**src/rtl/icsr_pkg.sv**
```systemverilog
package icsr_pkg;
  localparam int NCH   = 2;
  localparam int NSRC  = 7;
  localparam int CODEW = 5;

  typedef enum logic [1:0] {
    K_OTHER  = 2'b00,
    K_TX     = 2'b01,
    K_RX     = 2'b10,
    K_RX_ERR = 2'b11
  } kind_e;

  typedef struct packed {
    kind_e             kind;
    logic [CODEW-1:0]  code;
    logic              ch;
  } ctx_t;
endpackage

```
**src/rtl/icsr_count_enc.sv**
```systemverilog
module icsr_count_enc #(
  parameter int LVL_W = 9
) (
  input  logic [LVL_W-1:0]           level,
  output logic [icsr_pkg::CODEW-1:0] code
);
  localparam int FULL = 256;

  always_comb begin
    if (level >= LVL_W'(FULL))
      code = 5'd31;
    else if (level < LVL_W'(16))
      code = 5'd0;
    else if (level < LVL_W'(24))
      code = 5'd1;
    else
      code = level[7:3] - 5'd1;
  end
endmodule

```
**src/rtl/icsr_arbiter.sv**
```systemverilog
module icsr_arbiter
  import icsr_pkg::*;
#(
  parameter int LVL_W = 9
) (
  input  logic [NCH-1:0]             rx_err_req,
  input  logic [NCH-1:0]             rx_req,
  input  logic [NCH-1:0]             tx_req,
  input  logic [NSRC-1:0][NCH-1:0]   misc_req,
  input  logic [NCH-1:0][LVL_W-1:0]  rx_level,
  input  logic [NCH-1:0][LVL_W-1:0]  tx_level,
  output ctx_t                       winner
);
  logic [NCH-1:0][CODEW-1:0] rx_code;
  logic [NCH-1:0][CODEW-1:0] tx_code;

  for (genvar c = 0; c < NCH; c++) begin : g_enc
    icsr_count_enc #(.LVL_W(LVL_W)) rx_enc_i (.level(rx_level[c]), .code(rx_code[c]));
    icsr_count_enc #(.LVL_W(LVL_W)) tx_enc_i (.level(tx_level[c]), .code(tx_code[c]));
  end

  always_comb begin
    logic found;
    found  = 1'b0;
    winner = '0;
    for (int c = 0; c < NCH; c++) begin
      if (!found && rx_err_req[c]) begin
        winner = '{kind: K_RX_ERR, code: rx_code[c], ch: c[0]};
        found  = 1'b1;
      end
    end
    for (int c = 0; c < NCH; c++) begin
      if (!found && rx_req[c]) begin
        winner = '{kind: K_RX, code: rx_code[c], ch: c[0]};
        found  = 1'b1;
      end
    end
    for (int c = 0; c < NCH; c++) begin
      if (!found && tx_req[c]) begin
        winner = '{kind: K_TX, code: tx_code[c], ch: c[0]};
        found  = 1'b1;
      end
    end
    for (int s = 0; s < NSRC; s++) begin
      for (int c = 0; c < NCH; c++) begin
        if (!found && misc_req[s][c]) begin
          winner = '{kind: K_OTHER, code: CODEW'(s + 1), ch: c[0]};
          found  = 1'b1;
        end
      end
    end
  end
endmodule

```
**src/rtl/icsr_snapshot.sv**
```systemverilog
module icsr_snapshot
  import icsr_pkg::*;
#(
  parameter int LVL_W  = 9,
  parameter int ADDR_W = 6
) (
  input  logic                            clk,
  input  logic                            rst,
  input  logic                            iack_start,
  input  logic                            upd_cmd,
  input  logic [icsr_pkg::NCH-1:0]        rx_err_req,
  input  logic [icsr_pkg::NCH-1:0]        rx_req,
  input  logic [icsr_pkg::NCH-1:0]        tx_req,
  input  logic [icsr_pkg::NSRC-1:0][icsr_pkg::NCH-1:0] misc_req,
  input  logic [icsr_pkg::NCH-1:0][LVL_W-1:0] rx_level,
  input  logic [icsr_pkg::NCH-1:0][LVL_W-1:0] tx_level,
  output logic [7:0]                      ctx_word,
  output logic [ADDR_W-1:0]               ctx_addr
);
  ctx_t winner;
  ctx_t snap_q;
  logic capture;

  icsr_arbiter #(.LVL_W(LVL_W)) arb_i (
    .rx_err_req (rx_err_req),
    .rx_req     (rx_req),
    .tx_req     (tx_req),
    .misc_req   (misc_req),
    .rx_level   (rx_level),
    .tx_level   (tx_level),
    .winner     (winner)
  );

  assign capture = iack_start | upd_cmd;

  always_ff @(posedge clk) begin
    if (rst)
      snap_q <= '0;
    else if (capture)
      snap_q <= winner;
  end

  assign ctx_word = snap_q;
  assign ctx_addr = ctx_word[ADDR_W-1:0];
endmodule

```
**config.mk**
```make
export PLATFORM = sky130hd
export DESIGN_NAME = icsr_snapshot
export DESIGN_NICKNAME = d
export VERILOG_FILES = /design/src/rtl/icsr_pkg.sv /design/src/rtl/icsr_count_enc.sv /design/src/rtl/icsr_arbiter.sv /design/src/rtl/icsr_snapshot.sv
export SDC_FILE = /design/constraint.sdc
export NUM_CORES = 1
export LEC_CHECK = 0
export ABC_AREA = 1
export ABC_CLOCK_PERIOD_IN_PS = 3800
export BUFFER_PORTS_ARGS = -buffer_cell sky130_fd_sc_hd__buf_2
export CORE_UTILIZATION = 49
export DETAILED_ROUTE_END_ITERATION = 7
export HOLD_SLACK_MARGIN = 0.06
export PLACE_DENSITY = 0.87
export SETUP_SLACK_MARGIN = 0.1
export SYNTH_ARGS = -nofsm -noshare
export SYNTH_HDL_FRONTEND = slang
export SYNTH_SLANG_ARGS = --single-unit
```
**constraint.sdc**
```tcl
create_clock -name clk -period 3.8 [get_ports clk]
set_input_delay 0.76 -clock clk [delete_from_list [all_inputs] [get_ports clk]]
set_output_delay 0.76 -clock clk [all_outputs]
set_load 0.01 [all_outputs]
```
# Word-level counts from Yosys, hierarchy flattened
# Index checks and enable logic that the tools add are counted.
[word_totals]
ff_bits = 8
output_inout_bits = 14
wordCells = 109
[classes]
n_addsub = 4
order_cmp = 12
muxes = 51
bitwise_logic = 1
n_reduce_logical = 38
[op_table]
columns = ["operator", "count"]
rows = [
  ["2-to-1 mux 8 bit", 20],
  ["< comparator 9 x 5 -> 1 bit (second input constant)", 8],
  ["2-to-1 mux 5 bit", 12],
  [">= comparator 9 bit (second input constant)", 4],
  ["subtractor 5 x 1 -> 5 bit (second input constant)", 4],
  ["logical AND 1 bit", 19],
  ["logical NOT 1 bit", 19],
  ["2-to-1 mux 1 bit", 19],
  ["OR 1 bit", 1],
]

# Depth between registers and ports, before layout
# Gate-level depths: netlist of the first run.
[depth]
word_depth = 58
ltp_mapped = 16
depth_no_buf = 16

# Cells and area by module
# A second synthesis of the first run with hierarchy kept.
[unflattened]
cells_unflattened = 306
area_unflattened_um2 = 1607.8
[modules_own_cells]
columns = ["module", "n_inst", "cells_per_inst", "area_per_inst_um2", "seq_area_each_um2"]
rows = [
  ["icsr_count_enc", 4, 39, 185.2, 0.0],
  ["icsr_arbiter", 1, 93, 485.5, 0.0],
  ["icsr_snapshot", 1, 57, 381.6, 160.2],
]

# Least setup slack after synthesis of the first run
# No wires, ideal clock.
[synth_timing]
path_type = "input-to-reg"
startpoint = "input rx_err_req[0] (netlist name)"
endpoint = "register snap_q, in the netlist ctx_addr[2]"
arrival_ns = 1.955
t_required_ns = 3.691
path_slack_ns = 1.736
path_stages = 14
cell_sequence = "nor2_2 > nand2_1 > nor2_1 > inv_1 > nor2_1 > o21ai_0 > nand2_1 > nand2_1 > nand2_1 > nand3_1 > nor2_1 > nand3_1 > nand2_1 > inv_1"
[synth_between]
elab_chain_cells = 58
word_cells_on_any_way = 77
cone_classes = "mux (39); reduce/logical (38)"
[synth_lines]
columns = ["item", "line_no", "text"]
rows = [
  ["start: declaration", "icsr_snapshot.sv:11", "input logic [icsr_pkg::NCH-1:0] rx_err_req,"],
  ["2-to-1 mux 1 bit", "icsr_arbiter.sv:27", "if (!found && rx_err_req[c]) begin"],
  ["logical NOT 1 bit", "icsr_arbiter.sv:27", ""],
  ["logical AND 1 bit", "icsr_arbiter.sv:27", ""],
  ["2-to-1 mux 1 bit", "icsr_arbiter.sv:27", ""],
  ["logical NOT 1 bit", "icsr_arbiter.sv:33", "if (!found && rx_req[c]) begin"],
  ["logical AND 1 bit", "icsr_arbiter.sv:33", ""],
  ["2-to-1 mux 1 bit", "icsr_arbiter.sv:33", ""],
  ["logical NOT 1 bit", "icsr_arbiter.sv:33", ""],
  ["[... 42 more ...]", "--", ""],
  ["logical AND 1 bit", "icsr_arbiter.sv:46", "if (!found && misc_req[s][c]) begin"],
  ["2-to-1 mux 1 bit", "icsr_arbiter.sv:46", ""],
  ["logical NOT 1 bit", "icsr_arbiter.sv:46", ""],
  ["logical AND 1 bit", "icsr_arbiter.sv:46", ""],
  ["2-to-1 mux 1 bit", "icsr_arbiter.sv:46", ""],
  ["logical NOT 1 bit", "icsr_arbiter.sv:46", ""],
  ["logical AND 1 bit", "icsr_arbiter.sv:46", ""],
  ["2-to-1 mux 8 bit *", "icsr_arbiter.sv:46", ""],
  ["end signal: assignment", "icsr_snapshot.sv:40", "snap_q <= winner;"],
  ["end: declaration", "icsr_snapshot.sv:21", "ctx_t snap_q;"],
]
# Every way passes the cells marked *; elsewhere a longest branch is shown, timed or not.
# A chain may end at the register's enable or synchronous reset.

# Worst setup path in the final report of the first run
# Same ends and word-level chain as after synthesis.

==> impl_results.md, run 1 <==
- Status: finished, final reports clean
- Pins over their slew limit: 0
- Worst Path Arrival: 2.39 ns
- DR WL/cell: 10.1 microns
- Sink Count: 8
- Setup tns final: 0 ns
- First-pass GRT wire length: 4810 microns
- CTS resizes: 0
- Area Overhead vs Synth: 22.7%
- Vias per std cell: 5.05
- Final setup viols: 0
- EDFF count, synth: 0
- Rows: 18
- Final worst-path cycle share: 58.7%
- Post-CTS setup buffer count: 0
- DRT antenna net count: 0
- Fin crit period: 2.23 ns
- Clock Root Buffer: clkbuf_4
- PD cells: 184 nW/um^2
- Seq/Total Area, Yosys: 11.8%
- CP Class: in -> reg
- Core area: 2540 sq um
- Initial Util: 53.5%
- Final instance area: 1670 sq um
- Critical R2R Launch: ctx_addr[3]
- Layout cell share with drive strength beyond 1: 27.3%
- H-tree Lvls: 1
- Largest net degree at the start of global routing: 12
- GP Congestion: 0.782
- Maximum vdd drop: 0.271 mV
- Worst Reg-to-Reg Cells: 2
- MaxCap Viol Count: 0
- DP HPWL: 2740 microns
- Final WL: 3190 microns
- # IOs: 74
- Worst Tran Pin Value: 0.401 ns
- Crit path max fanout: 4
- Post-Synthesis Cells: 229
- Design Power: 0.000308 W
- Worst skew pair latency: 0.26 ns
- Worst Skew: 0 ns
- Violation count after the first detailed-route iteration: 31
- Fmax achieved: 0.448 GHz
- Die Ht: 54.7 microns
- CP required: 3.96 ns
- Post-synth net total: 297
- Post-CTS Hold Fix Bufs: 0
- Die area: 3000 sq um
- Slew Limit Headroom: 73.3%
- Area contributors post-synth: nand2_1 (14%), dfxtp_1 (12%), inv_1 (11%)
- GRT Util Overall: 21.3%
- Pre-CTS WS: 1.31 ns
- Die width: 54.7 microns
- Asr flop ratio synth: 0%
- DRC: 0
- Clock transition at path regs: 0.06 ns
- Reg-to-Reg End: ctx_addr[3]
- Vias in the first global route: 1279
- Most common cell after layout, fill and taps aside: buf_2
- Pleak: 0.956 nW
- Post-synth top area share: 13.8%
- Initial antenna violation count: 0
- Reg2Reg Setup Slack: 3.12 ns
- TritonCTS clock tree: done
- Avg Inst Size Synth: 5.95 sq um
- Num CTS Buffers: 3
- Seq cells post-synth: 8
- Unrepaired setup endpoints after global routing: no
- NumNets Final: 356
- DR pass1 iterations: 4
- Syn. warnings: 0
- Setup ws final: 1.57 ns
- Buffer depth of the longest clock path: 2
- Quantity of I/O buffers inserted on ports: 61
- Placed inst area: 1650 sq um
- Vias: 1597
- Most frequent cells in the layout: buf_2 (61), nand2_1 (50), inv_1 (41)
- ANT cells: 0
- Crit start category: input port
- Most used DFF post-synth: dfxtp_1
- Final number of hold-violating endpoints: 0
- Leading area contributor after synthesis: nand2_1
- Gr ovfl total: 0
- Synth cell types: 30
- Post-Synthesis Cell Area: 1360 sq um
- Critical Path End: ctx_addr[2]
- CP startpoint: rx_err_req[0]
- Finished Core Util: 65.7%
- Worst hold path class: reg -> reg
- Crit. End Element: flop
## critical path, stage by stage
cell and delay (ns):
buf_2 0.12, nor2_2 0.16, nand2_1 0.09, nor2_1 0.21, inv_1 0.13, nor2_1 0.19
o21ai_0 0.14, nand2_1 0.09, nand2_1 0.05, nand2_1 0.07, nand3_1 0.08, nor2_1 0.12
nand3_1 0.08, nand2_1 0.07, inv_1 0.03
## power by group
part	internal, W	switching (W)	total, W
combinational	0.0000619	0.0000838	0.000146
sequential	0.0000920	0.00000473	0.0000967
clock	0.0000362	0.0000297	0.0000659
total	0.000190	0.000118	0.000308
## worst min path at each step
stage | start | to | slack [ns] | depth (start not counted)
2_1_floorplan | ctx_word[6] | ctx_word[6] | 0.48 | 2
3_3_place_gp | ctx_word[7] | ctx_word[7] | 0.46 | 2
3_5_place_dp | ctx_word[6] | ctx_word[6] | 0.46 | 2
4_1_cts | ctx_word[7] | ctx_word[7] | 0.47 | 2
5_1_grt | ctx_word[6] | ctx_word[6] | 0.49 | 2
6_report | ctx_word[7] | ctx_word[7] | 0.47 | 2
## area by class of cell
class | count | area, sq um
multi-input combinational | 173 | 992
fill | 278 | 873
timing repair buffer | 61 | 305
sequential | 8 | 160
inverter | 41 | 154
tap | 30 | 37.5
clock buffer | 3 | 22.5
## per-layer routing
metal / track usage, % / up-vias / share of wire, %
li1: - / 849 / -
met1: 27.9 / 704 / 46
met2: 37.3 / 42 / 49
met3: 3.89 / 2 / 4.6
met4: 1.28 / 0 / 0.28
met5: 0 / - / 0
## registers in the layout, indices dropped and copies added, names as in the netlist
signal / flops
ctx_addr: 6
ctx_word: 2
## Yosys cell counts (all sizes together), types with 2 or more instances
cell / instances
buf: 7
inv: 41
nand3: 14
nand4: 5
o21ai: 19
o2111ai: 3
dfxtp: 8
nor3: 3
nand2: 50
xor2: 5
nor2: 36
a21oi: 14
or2: 2
xnor2: 6
ha: 8
## logic make-up (layout without fill, tap and decap cells)
| kind of cell | Yosys count | count (layout) | share of synthesized area [%] |
|---|---|---|---|
| adder cells (fa/ha/maj) | 8 | 8 | 7.35 |
| flip-flops | 8 | 8 | 11.8 |
| XOR/XNOR | 11 | 11 | 7.07 |
| buffers and inverters | 48 | 105 | 15.4 |
| AO/OA/AOI/OAI | 41 | 41 | 17.5 |
| AND/OR/NAND/NOR | 113 | 113 | 40.9 |
## metrics by stage
step,hold slack (ns),std cells
after floorplan,0.482,229
after global placement,0.459,313
after detailed placement,0.459,313
after CTS,0.468,316
after global routing,0.488,316
final,0.466,316
Power figures use the tool's default switching activity.
==> inputs of run 2 (changes only) <==
- ABC_CLOCK_PERIOD_IN_PS: 3800 -> 2100
- CORE_UTILIZATION: 49 -> 45
- PLACE_DENSITY: 0.87 -> 0.81
- clock period: 3.8 -> 2.1 ns (I/O delays scaled with it)
==> impl_results.md, run 2 (same netlist as run 1, synthesis figures left out) <==
- Status: finished, violations left
- Failing checks: design-rule violations
- GRT Util Overall: 20.8%
- TritonCTS clock tree: done
- Largest stage delay, worst path: 0.17 ns
- Core area: 2810 sq um
- Worst hold path class: in -> reg
- Final WL: 3200 microns
- Min-delay src: rst
- CP startpoint: rx_err_req[0]
- Gr ovfl total: 0
- Die width: 57.0 microns
- Most common cell after layout, fill and taps aside: buf_2
- Sink of the worst hold path: ctx_word[6]
- Clock Root Buffer: clkbuf_4
- Largest net degree at the start of global routing: 12
- Crit path max fanout: 4
- Slowest-stage cell, CP: and3_1
- Buffer depth of the longest clock path: 2
- Cell Chain, Critical Path: buf_2 -> nor2_2 -> nand3_2 -> nor2_4 -> nand4_4 -> nor2_4 -> nand4_4 -> nor2_4 -> o21ai_0 -> and3_1 -> nand3_1 -> nand2_1 -> inv_1
- First-pass GRT wire length: 5340 microns
- Pins over their slew limit: 0
- Num CTS Buffers: 3
- Critical Path Most Common Cell: nor2_4
- Setup ws final: 0.322 ns
- DRC: 10
- Most frequent cells in the layout: buf_2 (61), nand2_1 (50), inv_1 (41)
- Vias per std cell: 4.93
- Fmax achieved: 0.562 GHz
- NumNets Final: 357
- CTS resizes: 0
- Worst Skew: 0 ns
- CP top delay family: simple AND/OR/NAND/NOR gates
- Final number of hold-violating endpoints: 0
- Max reg flops: 6
- Post-CTS Hold Fix Bufs: 0
- Pre-CTS WS: 0.0374 ns
- Post-CTS setup buffer count: 0
- Worst hold path depth: 2
- Fin crit period: 1.78 ns
- Pleak: 0.961 nW
- Quantity of I/O buffers inserted on ports: 61
- Worst Tran Pin Value: 0.403 ns
- Vias in the first global route: 1362
- DRT antenna net count: 0
- Setup tns final: 0 ns
- Final worst-path cycle share: 84.7%
- Clock transition at path regs: 0.06 ns
- CP bufs+invs: 2
- Slew Limit Headroom: 73.1%
- Final setup viols: 0
- Initial Util: 48.6%
- DP HPWL: 2750 microns
- Unrepaired setup endpoints after global routing: no
- Initial antenna violation count: 0
- Worst skew pair latency: 0.27 ns
- PD cells: 336 nW/um^2
- Die Ht: 57.0 microns
- Worst Reg-to-Reg Cells: 2
- MaxCap Viol Count: 0
- Area Overhead vs Synth: 23.3%
- ANT cells: 0
- CP required: 2.31 ns
- Reg-to-Reg End: ctx_addr[3]
- Critical R2R Launch: ctx_addr[3]
- # IOs: 74
- Rows: 19
- Violation count after the first detailed-route iteration: 53
- Reg2Reg Setup Slack: 1.45 ns
- Die area: 3250 sq um
- Sink Count: 8
- Maximum vdd drop: 0.187 mV
- DR pass1 iterations: 7
- Vias: 1569
- Design Power: 0.000565 W
- Crit start category: input port
- CP Class: in -> reg
- GP Congestion: 0.831
- Crit. End Element: flop
- Layout cell share with drive strength beyond 1: 27.5%
- H-tree Lvls: 1
- Worst Path Arrival: 1.99 ns
- DR WL/cell: 10.1 microns
run 2: cell count changes in the layout (fill, tap and decap cells not counted):
cell and delta:
buf_4 +1
run 2: area by class of cell:
| type | instances | area, sq um |
|---|---|---|
| well taps | 31 | 38.8 |
| inverters | 41 | 154 |
| clock buffers | 3 | 22.5 |
| repair buffers | 62 | 313 |
| fillers | 285 | 1120 |
| flip-flops and latches | 8 | 160 |
| multi-input cells | 173 | 992 |
run 2: worst reg2reg max path: stages (launching register included):
cell     delay [ns]
dfxtp_1        0.32
o21ai_0        0.17
a21oi_1        0.06
run 2: worst max path at each step:
stage | end | cells after the start | slack (ns)
floorplan | ctx_addr[2] | 14 | 0.38
global placement | ctx_addr[1] | 13 | 0.09
detailed placement | ctx_addr[1] | 13 | 0.04
CTS | ctx_addr[1] | 13 | 0.32
global route | ctx_addr[2] | 16 | 0.18
finish | ctx_addr[1] | 13 | 0.32
run 2: routing by layer:
layer	track usage, %	share of wire [%]	vias to the layer above
li1	-	-	848
met1	26.0	47	658
met4	9.41	2.5	0
met2	34.6	45	54
met5	0	0	-
met3	3.85	5.7	9
run 2: power breakdown:
| part | leakage, nW | internal, W | switching [W] |
|---|---|---|---|
| Clock | 0.0138 | 0.0000659 | 0.0000607 |
| Combinational | 0.880 | 0.000113 | 0.000151 |
| Sequential | 0.0668 | 0.000166 | 0.00000792 |
| Total | 0.961 | 0.000345 | 0.000220 |
run 2: metrics by stage:
stage | instances | util [%] | cell area [sq um] | hold WS, ns
final | 318 | 59.9 | 1680 | 0.398
after global routing | 318 | 59.9 | 1680 | 0.401
after CTS | 318 | 59.9 | 1680 | 0.391
after detailed placement | 315 | 59.1 | 1660 | 0.467
after global placement | 315 | 59.1 | 1660 | 0.460
after floorplan | 229 | - | 1360 | 0.482
